--- src/rtl/drdy_pkg.sv ---
package drdy_pkg;
   // status word bit positions (host software decodes these)
   localparam int ST_G_OVR = 7;
   localparam int ST_X_OVR = 6;
   localparam int ST_Y_OVR = 5;
   localparam int ST_G_NEW = 3;
   localparam int ST_X_NEW = 2;
   localparam int ST_Y_NEW = 1;
   localparam int ST_W     = 8;

   // axis indices inside the flag tracker
   localparam int AX_X = 0;
   localparam int AX_Y = 1;

   typedef struct packed {
      logic pulsed;
      logic act_low;
      logic open_drain;
      logic pin_en;
      logic temp_route;
   } drdy_cfg_t;
endpackage

--- src/rtl/drdy_axis_flags.sv ---
module drdy_axis_flags #(
   parameter int N_AXES = 2
) (
   input  logic              clk,
   input  logic              rst_n,
   input  logic [N_AXES-1:0] strobe,
   input  logic [N_AXES-1:0] rd_hi,
   input  logic              rd_status,
   output logic [N_AXES-1:0] new_flag,
   output logic [N_AXES-1:0] ovr_flag,
   output logic              all_new,
   output logic              glob_ovr
);
   initial assert (N_AXES >= 1) else $error("N_AXES must be at least 1");

   logic [N_AXES-1:0] ovr_evt;
   logic              glob_evt;

   for (genvar i = 0; i < N_AXES; i++) begin : g_axis
      assign ovr_evt[i] = strobe[i] & new_flag[i] & ~rd_hi[i];

      always_ff @(posedge clk or negedge rst_n) begin
         if (!rst_n) begin
            new_flag[i] <= 1'b0;
            ovr_flag[i] <= 1'b0;
         end else begin
            if (strobe[i])      new_flag[i] <= 1'b1;
            else if (rd_hi[i])  new_flag[i] <= 1'b0;
            if (ovr_evt[i])     ovr_flag[i] <= 1'b1;
            else if (rd_status) ovr_flag[i] <= 1'b0;
         end
      end

      // strobe always leaves the flag set
      a_r2_new_sets: assert property (@(posedge clk) disable iff (!rst_n)
         strobe[i] |=> new_flag[i]);
      // unread value overwritten raises overrun
      a_r4_ovr_sets: assert property (@(posedge clk) disable iff (!rst_n)
         (strobe[i] && new_flag[i] && !rd_hi[i]) |=> ovr_flag[i]);
   end

   assign all_new  = &new_flag;
   assign glob_evt = (|strobe) & all_new & ~(|rd_hi);

   always_ff @(posedge clk or negedge rst_n) begin
      if (!rst_n)         glob_ovr <= 1'b0;
      else if (glob_evt)  glob_ovr <= 1'b1;
      else if (rd_status) glob_ovr <= 1'b0;
   end

   // status read with no new event empties the global overrun
   a_r5_glob_clear: assert property (@(posedge clk) disable iff (!rst_n)
      (rd_status && !(|strobe)) |=> !glob_ovr);
endmodule

--- src/rtl/drdy_pulse_stretch.sv ---
module drdy_pulse_stretch #(
   parameter int LEN   = 18750,
   parameter int CNT_W = $clog2(LEN + 1)
) (
   input  logic clk,
   input  logic rst_n,
   input  logic trig,
   output logic active,
   output logic last
);
   initial assert (LEN >= 1) else $error("pulse length must be at least one clock");
   initial assert ((1 << CNT_W) > LEN) else $error("counter too narrow for pulse");

   localparam logic [CNT_W-1:0] LEN_V = CNT_W'(LEN);

   logic [CNT_W-1:0] cnt;

   always_ff @(posedge clk or negedge rst_n) begin
      if (!rst_n)          cnt <= '0;
      else if (trig)       cnt <= LEN_V;
      else if (cnt != '0)  cnt <= cnt - 1'b1;
   end

   assign active = (cnt != '0);
   assign last   = (cnt == CNT_W'(1));

   // a trigger always (re)starts the pulse
   a_r8_trig_starts: assert property (@(posedge clk) disable iff (!rst_n)
      trig |=> active);
endmodule

--- src/rtl/drdy_pin_drive.sv ---
module drdy_pin_drive #(
   parameter bit REG_OUT = 1'b1
) (
   input  logic clk,
   input  logic rst_n,
   input  logic func,
   input  logic pin_en,
   input  logic act_low,
   input  logic open_drain,
   output logic pin_o,
   output logic pin_oe_o
);
   logic lvl, pin_n, oe_n;

   always_comb begin
      lvl = (pin_en & func) ^ act_low;
      if (open_drain) begin
         pin_n = 1'b0;
         oe_n  = ~lvl;
      end else begin
         pin_n = lvl;
         oe_n  = 1'b1;
      end
   end

   if (REG_OUT) begin : g_reg
      always_ff @(posedge clk or negedge rst_n) begin
         if (!rst_n) begin
            pin_o    <= 1'b0;
            pin_oe_o <= 1'b1;
         end else begin
            pin_o    <= pin_n;
            pin_oe_o <= oe_n;
         end
      end

      // open drain never drives high
      a_r11_od_low: assert property (@(posedge clk) disable iff (!rst_n)
         open_drain |=> !pin_o);
      // disabled, active-high push-pull rests low and driven
      a_r9_off_idle: assert property (@(posedge clk) disable iff (!rst_n)
         (!pin_en && !act_low && !open_drain) |=> (!pin_o && pin_oe_o));
   end else begin : g_comb
      assign pin_o    = pin_n;
      assign pin_oe_o = oe_n;

      // open drain never drives high
      a_r11_od_low: assert property (@(posedge clk) disable iff (!rst_n)
         open_drain |-> !pin_o);
   end
endmodule

--- src/rtl/drdy_status_gen.sv ---
module drdy_status_gen #(
   parameter int CLK_HZ   = 250_000_000,
   parameter int PULSE_US = 75,
   parameter bit PIN_REG  = 1'b1
) (
   input  logic       clk,
   input  logic       rst_n,
   input  logic       x_new,
   input  logic       y_new,
   input  logic       t_new,
   input  logic       rd_x_hi,
   input  logic       rd_y_hi,
   input  logic       rd_t_hi,
   input  logic       rd_status,
   input  logic       cfg_pulsed,
   input  logic       cfg_act_low,
   input  logic       cfg_open_drain,
   input  logic       cfg_pin_en,
   input  logic       cfg_temp_route,
   output logic [7:0] status_o,
   output logic       drdy_o,
   output logic       drdy_oe_o
);
   import drdy_pkg::*;

   localparam int PULSE_CYC = (CLK_HZ / 1000) * PULSE_US / 1000;
   localparam int CNT_W     = $clog2(PULSE_CYC + 1);

   initial assert (CLK_HZ >= 1000) else $error("CLK_HZ below 1 kHz");
   initial assert (PULSE_CYC >= 1) else $error("pulse shorter than one clock");

   drdy_cfg_t cfg;
   assign cfg = '{pulsed: cfg_pulsed, act_low: cfg_act_low, open_drain: cfg_open_drain,
                  pin_en: cfg_pin_en, temp_route: cfg_temp_route};

   logic [1:0] ax_strobe, ax_rd, ax_new, ax_ovr;
   logic       all_new, glob_ovr;

   assign ax_strobe[AX_X] = x_new;
   assign ax_strobe[AX_Y] = y_new;
   assign ax_rd[AX_X]     = rd_x_hi;
   assign ax_rd[AX_Y]     = rd_y_hi;

   drdy_axis_flags #(.N_AXES(2)) u_flags (
      .clk(clk), .rst_n(rst_n), .strobe(ax_strobe), .rd_hi(ax_rd),
      .rd_status(rd_status), .new_flag(ax_new), .ovr_flag(ax_ovr),
      .all_new(all_new), .glob_ovr(glob_ovr)
   );

   always_comb begin
      status_o           = '0;
      status_o[ST_G_OVR] = glob_ovr;
      status_o[ST_X_OVR] = ax_ovr[AX_X];
      status_o[ST_Y_OVR] = ax_ovr[AX_Y];
      status_o[ST_G_NEW] = all_new;
      status_o[ST_X_NEW] = ax_new[AX_X];
      status_o[ST_Y_NEW] = ax_new[AX_Y];
   end

   // latched ready conditions
   logic rate_rdy, temp_rdy, rate_evt, rate_clr;
   assign rate_evt = x_new | y_new;
   assign rate_clr = rd_x_hi | rd_y_hi | rd_status;

   always_ff @(posedge clk or negedge rst_n) begin
      if (!rst_n) begin
         rate_rdy <= 1'b0;
         temp_rdy <= 1'b0;
      end else begin
         if (rate_evt)                    rate_rdy <= 1'b1;
         else if (rate_clr)               rate_rdy <= 1'b0;
         if (t_new)                       temp_rdy <= 1'b1;
         else if (rd_t_hi || rd_status)   temp_rdy <= 1'b0;
      end
   end

   // pulsed ready condition
   logic pulse_trig, pulse_act, pulse_last;
   assign pulse_trig = rate_evt | (cfg.temp_route & t_new);

   drdy_pulse_stretch #(.LEN(PULSE_CYC), .CNT_W(CNT_W)) u_pulse (
      .clk(clk), .rst_n(rst_n), .trig(pulse_trig),
      .active(pulse_act), .last(pulse_last)
   );

   logic func;
   assign func = cfg.pulsed ? pulse_act
                            : (rate_rdy | (cfg.temp_route & temp_rdy));

   drdy_pin_drive #(.REG_OUT(PIN_REG)) u_pin (
      .clk(clk), .rst_n(rst_n), .func(func), .pin_en(cfg.pin_en),
      .act_low(cfg.act_low), .open_drain(cfg.open_drain),
      .pin_o(drdy_o), .pin_oe_o(drdy_oe_o)
   );

   // a clearing read without a new sample drops the latched condition
   a_r6_read_clears: assert property (@(posedge clk) disable iff (!rst_n)
      (rate_clr && !rate_evt) |=> !rate_rdy);
   // temperature strobe raises its ready condition
   a_r7_temp_sets: assert property (@(posedge clk) disable iff (!rst_n)
      t_new |=> temp_rdy);
   // reads cannot cut a running pulse short
   a_r8_reads_ignored: assert property (@(posedge clk) disable iff (!rst_n)
      (pulse_act && !pulse_last) |=> pulse_act);
endmodule

--- config.mk ---
export PLATFORM = sky130hd
export DESIGN_NAME = drdy_status_gen
export DESIGN_NICKNAME = d
export VERILOG_FILES = /design/src/rtl/drdy_pkg.sv /design/src/rtl/drdy_axis_flags.sv /design/src/rtl/drdy_pulse_stretch.sv /design/src/rtl/drdy_pin_drive.sv /design/src/rtl/drdy_status_gen.sv
export SDC_FILE = /design/constraint.sdc
export NUM_CORES = 1
export LEC_CHECK = 0
export BUFFER_PORTS_ARGS = -buffer_cell sky130_fd_sc_hd__buf_2
export CAP_MARGIN = 25
export CORE_UTILIZATION = 50
export CTS_CLUSTER_SIZE = 16
export DETAILED_ROUTE_END_ITERATION = 7
export PLACE_DENSITY = 0.78
export SLEW_MARGIN = 10
export SYNTH_ARGS = -nofsm -noshare
export SYNTH_HDL_FRONTEND = slang
export SYNTH_HIERARCHICAL = 1
export SYNTH_SLANG_ARGS = --single-unit
export TNS_END_PERCENT = 50
--- constraint.sdc ---
create_clock -name clk -period 2.7 [get_ports clk]
set_input_delay 0.135 -clock clk [delete_from_list [all_inputs] [get_ports clk]]
set_output_delay 0.135 -clock clk [all_outputs]
set_load 0.005 [all_outputs]
## Word level (Yosys, flattened, before mapping)

Cells that the tools add are included.

- Add/sub/neg operators: 1
- Muxes and demuxes: 17
- Bitwise operators: 19
- Reduce and logical (&&, ||, !) cells: 13

Operator list:

| cell | count |
|---|---|
| $mux W15 | 2 |
| $reduce_bool A2 Y1 | 8 |
| $mux W1 | 15 |
| $reduce_bool A15 Y1 | 1 |
| $sub A15 B1 Y15 const B | 1 |
| $and A1 B1 Y1 | 9 |
| $or A1 B1 Y1 | 5 |
| $not A1 Y1 | 4 |
| $reduce_or A2 Y1 | 2 |
| $reduce_and A2 Y1 | 1 |
| $logic_or A1 B1 Y1 | 1 |
| $xor A1 B1 Y1 | 1 |

- Register bits after elaboration: 24
- Bits of input ports: 14
- Output and inout port bits: 10
- Logic and storage cells: 60

## Logic depth before layout (Yosys ltp)

Gate-level depths: netlist of run 1.

- Depth after elaboration: 7
- Gate-level depth with buffers: 10
- Gate-level depth less buffers: 9

## By module

Netlist of run 1, hierarchy kept.

By module, submodules not included:

| module | times used | cells an instance | area an instance (µm²) | seq. area each (µm²) |
|---|---|---|---|---|
| drdy_pulse_stretch | 1 | 87 | 849.6 | 375.4 |
| drdy_axis_flags | 1 | 19 | 202.7 | 125.1 |
| drdy_status_gen | 1 | 15 | 135.1 | 50.0 |
| drdy_pin_drive | 1 | 9 | 100.1 | 51.3 |

## Worst setup path after synthesis of run 1

Ideal clock, no wire load.

- Path type: register -> register
- Start point: reg u_pulse.cnt[0]
- End point: reg u_pin.pin_o
- Setup time: 0.125 ns
- Arrival time: 1.938 ns
- Required time: 2.575 ns
- Setup slack: 0.638 ns
- Stages on the path, launching flop included: 11
- Path buffers: 1
- Period minus slack after synthesis: 2.062 ns
- Cells stage by stage: dfrtp_1 inv_1 ha_1 or3b_1 nor4_4 buf_6 inv_1 inv_1 a21oi_1 and2_1 mux2_2

- Cells in the longest elaborated chain, start to end: 5

Ends and longest elaborated chain:

| element | line | text |
|---|---|---|
| start: declaration | drdy_pulse_stretch.sv:16 | `logic [CNT_W-1:0] cnt;` |
| start signal: assignment | drdy_pulse_stretch.sv:21 | `else if (cnt != '0) cnt <= cnt - 1'b1;` |
| $reduce_bool A15 Y1 | drdy_pulse_stretch.sv:24 | `assign active = (cnt != '0);` |
| via pulse_act | drdy_status_gen.sv:78 | `logic pulse_trig, pulse_act, pulse_last;` |
| $mux W1 | drdy_status_gen.sv:87 | `assign func = cfg.pulsed ? pulse_act` |
| via func | drdy_status_gen.sv:86 | `logic func;` |
| $and A1 B1 Y1 | drdy_pin_drive.sv:16 | `lvl = (pin_en & func) ^ act_low;` |
| $xor A1 B1 Y1 | drdy_pin_drive.sv:16 |  |
| $mux W1 | drdy_pin_drive.sv:17 | `if (open_drain) begin` |
| via u_pin.pin_n | drdy_pin_drive.sv:13 | `logic lvl, pin_n, oe_n;` |
| end signal: assignment | drdy_pin_drive.sv:32 | `pin_o <= pin_n;` |
| end: declaration | drdy_pin_drive.sv:10 | `output logic pin_o,` |

The timed path passes the listed nets, and every way through them passes these cells.
A chain may end at the register's enable or synchronous reset.

## Worst setup path after layout of run 1

- Start point: reg u_pulse.cnt[0]
- End point: reg u_pulse.cnt[11]

- Cells in the longest elaborated chain, start to end: 3
- Elaborated cells between the ends (all ways): 5
- Classes of those cells: 1 x add/sub; 2 x mux; 2 x reduce/logical

Ends and longest elaborated chain:

| element | line | text |
|---|---|---|
| $sub A15 B1 Y15 | drdy_pulse_stretch.sv:21 |  |
| $mux W15 | drdy_pulse_stretch.sv:21 |  |
| $mux W15 | drdy_pulse_stretch.sv:20 | `else if (trig) cnt <= LEN_V;` |

Several ways; a longest one is shown, not always the timed one. The select of a mux whose other input is x is not followed.

==> run metrics, run 1 <==
Via density=5.653; worst setup path category=reg2reg; Vias=995; first-pass GRT wire length=4229 microns; fmax=455.9 MHz; Synth warnings=6; most common library cell in the layout ignoring fill and taps=dfrtp_1; post-CTS sizing=0; worst skew pair latency=310 ps; CTS Buf Count=3; largest net degree at the start of global routing=25; gpl congestion=0.8540; run status=complete, no violations; Pleak=0.5954 nW; PwrDens=488.4 nW/um^2; skew final=4.798 ps; share of cells above drive strength 1=0.2297; drt pass-1 iters=4; Tcrit/Tclk final=0.8124; CP Capture Type=register; hpwl dp=1868 microns; Starting Density=0.5490; Setup Fix Bufs, Post-CTS=0; starting DRC count in detailed routing=17; WL/cell=14.22 microns; Ports=24; Chip Width=52.23 microns; final hold violation count=0; post-route minimum period=2194 ps; setup_tns=0 ps; register area=601.8 sq um; crit path DAT=2400 ps; Area Overhead vs Synth=13.39%; final net count=164; worst slew pin tran=541.4 ps; CTS tree=yes; VDD IR max=370.8 uV; Crit-path slowest cell=or3b_1; total power=0.0006985 W; largest stage delay on the critical path=460 ps; clock slew at reported path FFs=130 ps; Clock Path Buffers=2; CP Cell Sequence=inv_1 > ha_1 > or3b_1 > nor3_1 > nor3_1 > or3b_1; crit-path leading delay family=simple AND/OR/NAND/NOR gates; area of the multi-input gates=576.8 sq um; RSZ-0062 raised after global routing=no; Ant. Diodes=0; Syn Area/Cell=10.01 sq um; Filler cells=191; Startpoint Class=register; Synth Instances=126; Worst slew margin=0.6363; Max Cap Viol=0; Min Hold Slack=25.89 ps; vias in the first global route=987; CP required=2900 ps; Post-Syn Area=1261 sq um; aggregate global routing overflow=0; H-tree Lvls=1; GRT Overall Usage=0.2130; DP Worst Slack=546.3 ps; DRC Markers=0; PnR worst setup slack=506.5 ps; Worst Path Max Fanout=6; sinks on the clock net=24; Die Y=52.23 microns; Final ANT Viol Nets=0; Final Max Slew Viols=0; cell area after layout=1430 sq um; Rows=17; Core Box Area=2297 sq um; antenna violations before repair=0; drt total wl=2502 microns; placed inst area=1368 sq um; Root Buffer=clkbuf_4; Worst Path Buf+Inv=1; worst min path class=in2reg; die area=2727 sq um; PortBufs=21; commonest cells after routing, fill and taps aside=23 x dfrtp_1, 21 x buf_2, 11 x inv_1; Setup Viol. Count Final=0
[flip-flops by register name, summed over array words and instances (netlist names)]
register	flops
u_flags/ovr_flag	2
u_pin/pin_o	1
rate_rdy	1
temp_rdy	1
u_flags/new_flag	2
u_pin/pin_oe_o	1
u_pulse/cnt	15
u_flags/glob_ovr	1
[final cells by class]
class / count / area share
sequential: 24 / 0.4208
tap: 28 / 0.02450
multi-input combinational: 86 / 0.4033
clock buffer: 3 / 0.01575
clock inverter: 1 / 0.02100
timing repair buffer: 23 / 0.08574
inverter: 11 / 0.02887
[per-layer routing]
layer / vias up / wire (microns) / part of all wire / GRT usage
li1: 496 / - / - / -
met1: 481 / 1101 / 0.44 / 0.2700
met2: 16 / 1329 / 0.53 / 0.3675
met3: 2 / 59 / 0.024 / 0.03478
met4: 0 / 12 / 0.0048 / 0.07018
met5: - / 0 / 0 / 0
[worst paths after layout]
kind | depth (start not counted) | to | slack, ps | startpoint
max | 6 | u_pulse/cnt[11] | 510 | u_pulse/cnt[0]
min | 2 | temp_rdy | 30 | t_new
max reg2reg | 6 | u_pulse/cnt[11] | 510 | u_pulse/cnt[0]
min reg2reg | 1 | temp_rdy | 500 | temp_rdy
max in group asynchronous | 2 | u_pin/pin_oe_o | 2010 | rst_n
min in group asynchronous | 2 | u_pulse/cnt[14] | 310 | rst_n
[power by group]
| part | internal (W) | total [W] | switching, W | leakage [nW] |
|---|---|---|---|---|
| clock | 0.000150 | 0.000254 | 0.000104 | 0.0279 |
| combinational | 0.0000296 | 0.0000652 | 0.0000356 | 0.294 |
| sequential | 0.000372 | 0.000380 | 0.00000742 | 0.273 |
[stage by stage]
step,instances,util
after detailed placement,171,0.5953
after global routing,176,0.6225
final,176,0.6225
after floorplan,127,-
after CTS,176,0.6225
after global placement,171,0.5953
[what timing repair did]
item,4_1_cts,5_1_grt
endpoints found under the hold margin,23,0
setup endpoints to repair,0,0
hold buffers,1,0
Note: power is estimated with default switching activity, not from simulation.
==> run 2: changes to the inputs <==
CORE_UTILIZATION = 49   (was 50)
PLACE_DENSITY = 0.8   (was 0.78)
clock period = 2.01 ns   (was 2.7 ns; I/O delays follow)
==> run 2 against run 1 <==
The flow now finishes with violations (negative setup slack). Core utilization about the same. First-iteration DRC count increased by 47%. Clock-buffer cell count increased by 1. Global-route usage decreased by 1.6 points. Critical path depth decreased by 1. Combinational power increased by 48%. Sequential share of layout area decreased by 2.7 points. Via count increased by 6.0%. Largest power group unchanged.
==> run metrics, run 2 (synthesis results as in run 1) <==
H-tree Lvls=1 (unchanged); max reg flops=15 (unchanged); worst min path class=in2reg; aggregate global routing overflow=0 (unchanged); most common library cell in the layout ignoring fill and taps=dfrtp_1; register-to-register setup slack=-3 ps (-510 ps); vias in the first global route=960 (-2.7%); worst slew pin tran=529.4 ps (-11.97 ps); PortBufs=21 (unchanged); Core Box Area=2455 sq um (+6.9%); CTS tree=yes; cell area after layout=1528 sq um (+6.8%); Filler cells=195 (+2.1%); worst-case reg-to-reg path depth=5 (-1); share of cells above drive strength 1=0.3125 (+0.08277); sinks on the clock net=24 (unchanged); DRC Markers=0 (unchanged); GRT Overall Usage=0.1967 (-0.01627); Ant. Diodes=0 (unchanged); hold path endpoint=u_flags/new_flag[0]; Worst slew margin=0.6470 (+0.01076); Via density=5.553 (-1.8%); setup_tns=-2.846 ps (-2.846 ps); crit path DAT=2230 ps (-170 ps); worst setup path category=reg2reg; Max Cap Viol=0 (unchanged); WL/cell=13.09 microns (-7.9%); Rows=18 (+1); failing checks=negative setup slack; drt pass-1 iters=4 (unchanged); RSZ-0062 raised after global routing=yes; worst r2r src=u_pulse/cnt[8]; Worst Path Max Fanout=10 (+4); final hold violation count=0 (unchanged); Starting Density=0.5138 (-0.03526); Tcrit/Tclk final=1.001 (+0.1889); CP required=2220 ps (-680 ps); Pleak=0.6469 nW (+8.7%); Final Max Slew Viols=0 (unchanged); PnR worst setup slack=-2.592 ps (-509.1 ps); VDD IR max=302.8 uV (-18%); die area=2781 sq um (+2.0%); Final ANT Viol Nets=0 (unchanged); Root Buffer=clkbuf_4; Startpoint Class=register; Clock Path Buffers=2 (unchanged); drt total wl=2488 microns (-0.56%); top flop regs=u_pulse/cnt: 15 flops, u_flags/new_flag: 2 flops, u_flags/ovr_flag: 2 flops; antenna violations before repair=0 (unchanged); Chip Width=52.74 microns (+0.98%); hpwl dp=1849 microns (-0.99%); skew final=10.21 ps (+5.413 ps); worst skew pair latency=310 ps (about the same); CP Capture Type=register; Min-Delay Startpoint=x_new; largest net degree at the start of global routing=25 (unchanged); CTS Buf Count=3 (unchanged); placed inst area=1445 sq um (+5.7%); clock slew at reported path FFs=130 ps (about the same); PwrDens=560.4 nW/um^2 (+15%); post-route minimum period=2013 ps (-180.9 ps); Largest Register=u_pulse/cnt; final net count=176 (+7.3%); Ports=24 (unchanged); Area Overhead vs Synth=21.13%; fmax=496.9 MHz (+9.0%); Die Y=52.74 microns (+0.98%); Vias=1055 (+6.0%); run status=finished with violations; reg2reg end=u_pulse/cnt[5]; first-pass GRT wire length=3919 microns (-7.3%); gpl congestion=0.8068 (-5.5%); commonest cells after routing, fill and taps aside=23 x dfrtp_1, 21 x buf_2, 12 x buf_4; Hold Path Depth=3 (+1); starting DRC count in detailed routing=25 (+8); Setup Viol. Count Final=2 (+2)
-- run 2: critical path, stage by stage (launching register included) --
cell and delay [ps]:
dfrtp_1 410, or4_4 580, nor4_4 300, buf_4 220
nor4_1 60, or3_1 330
-- run 2: through the flow --
stage	hold slack, ps	util	cells	setup slack (ps)	power, W
5_1_grt	11.00	0.6223	190	-60.74	0.0009095
4_1_cts	20.45	0.6126	189	-10.27	0.0008647
3_5_place_dp	118.0	0.5887	183	3.496	0.0006101
3_3_place_gp	105.1	0.5887	183	61.79	0.0006053
6_report	33.29	0.6223	190	-2.592	0.0008562
2_1_floorplan	-195.1	-	127	-37.05	0.0005651
-- run 2: how the worst max path moves through the flow --
| stage | slack (ps) | startpoint | to | cells after the start |
|---|---|---|---|---|
| CTS | -10 | u_pulse/cnt[8] | u_pin/pin_o | 7 |
| detailed placement | 3 | u_pulse/cnt[0] | u_pin/pin_o | 9 |
| global route | -60 | u_pulse/cnt[8] | u_pin/pin_o | 7 |
| finish | -3 | u_pulse/cnt[8] | u_pulse/cnt[5] | 5 |
| global placement | 60 | u_pulse/cnt[8] | u_pulse/cnt[5] | 5 |
| floorplan | -40 | u_pulse/cnt[8] | u_pin/pin_o | 8 |
-- run 2: metal layers --
layer,up-vias,share of wire,global-route usage
li1,517,-,-
met1,506,0.43,0.2302
met2,28,0.51,0.3502
met3,4,0.043,0.03478
met4,0,0.012,0.07895
met5,-,0,0
-- run 2: what timing repair did --
| action | in CTS | in global routing |
|---|---|---|
| gates resized for setup | 1 | 4 |
| endpoints found under the setup margin | 3 | 5 |
| pin swaps | 0 | 1 |
| buffers inserted | 0 | 1 |
| hold buffers | 2 | 0 |
| hold endpoints to repair | 24 | 0 |
-- run 2: layout make-up --
type | count | area [sq um] | share of cell area
Multi-Input combinational cell | 86 | 595.6 | 0.3898
Clock buffer | 4 | 36.28 | 0.02375
Timing Repair Buffer | 35 | 215.2 | 0.1409
Inverter | 11 | 41.29 | 0.02703
Sequential cell | 24 | 601.8 | 0.3939
Tap cell | 30 | 37.54 | 0.02457
-- run 2: power breakdown --
part | switching (W) | internal (W)
Clock | 0.000141 | 0.000111
Sequential | 0.00000792 | 0.000500
Combinational | 0.0000501 | 0.0000466
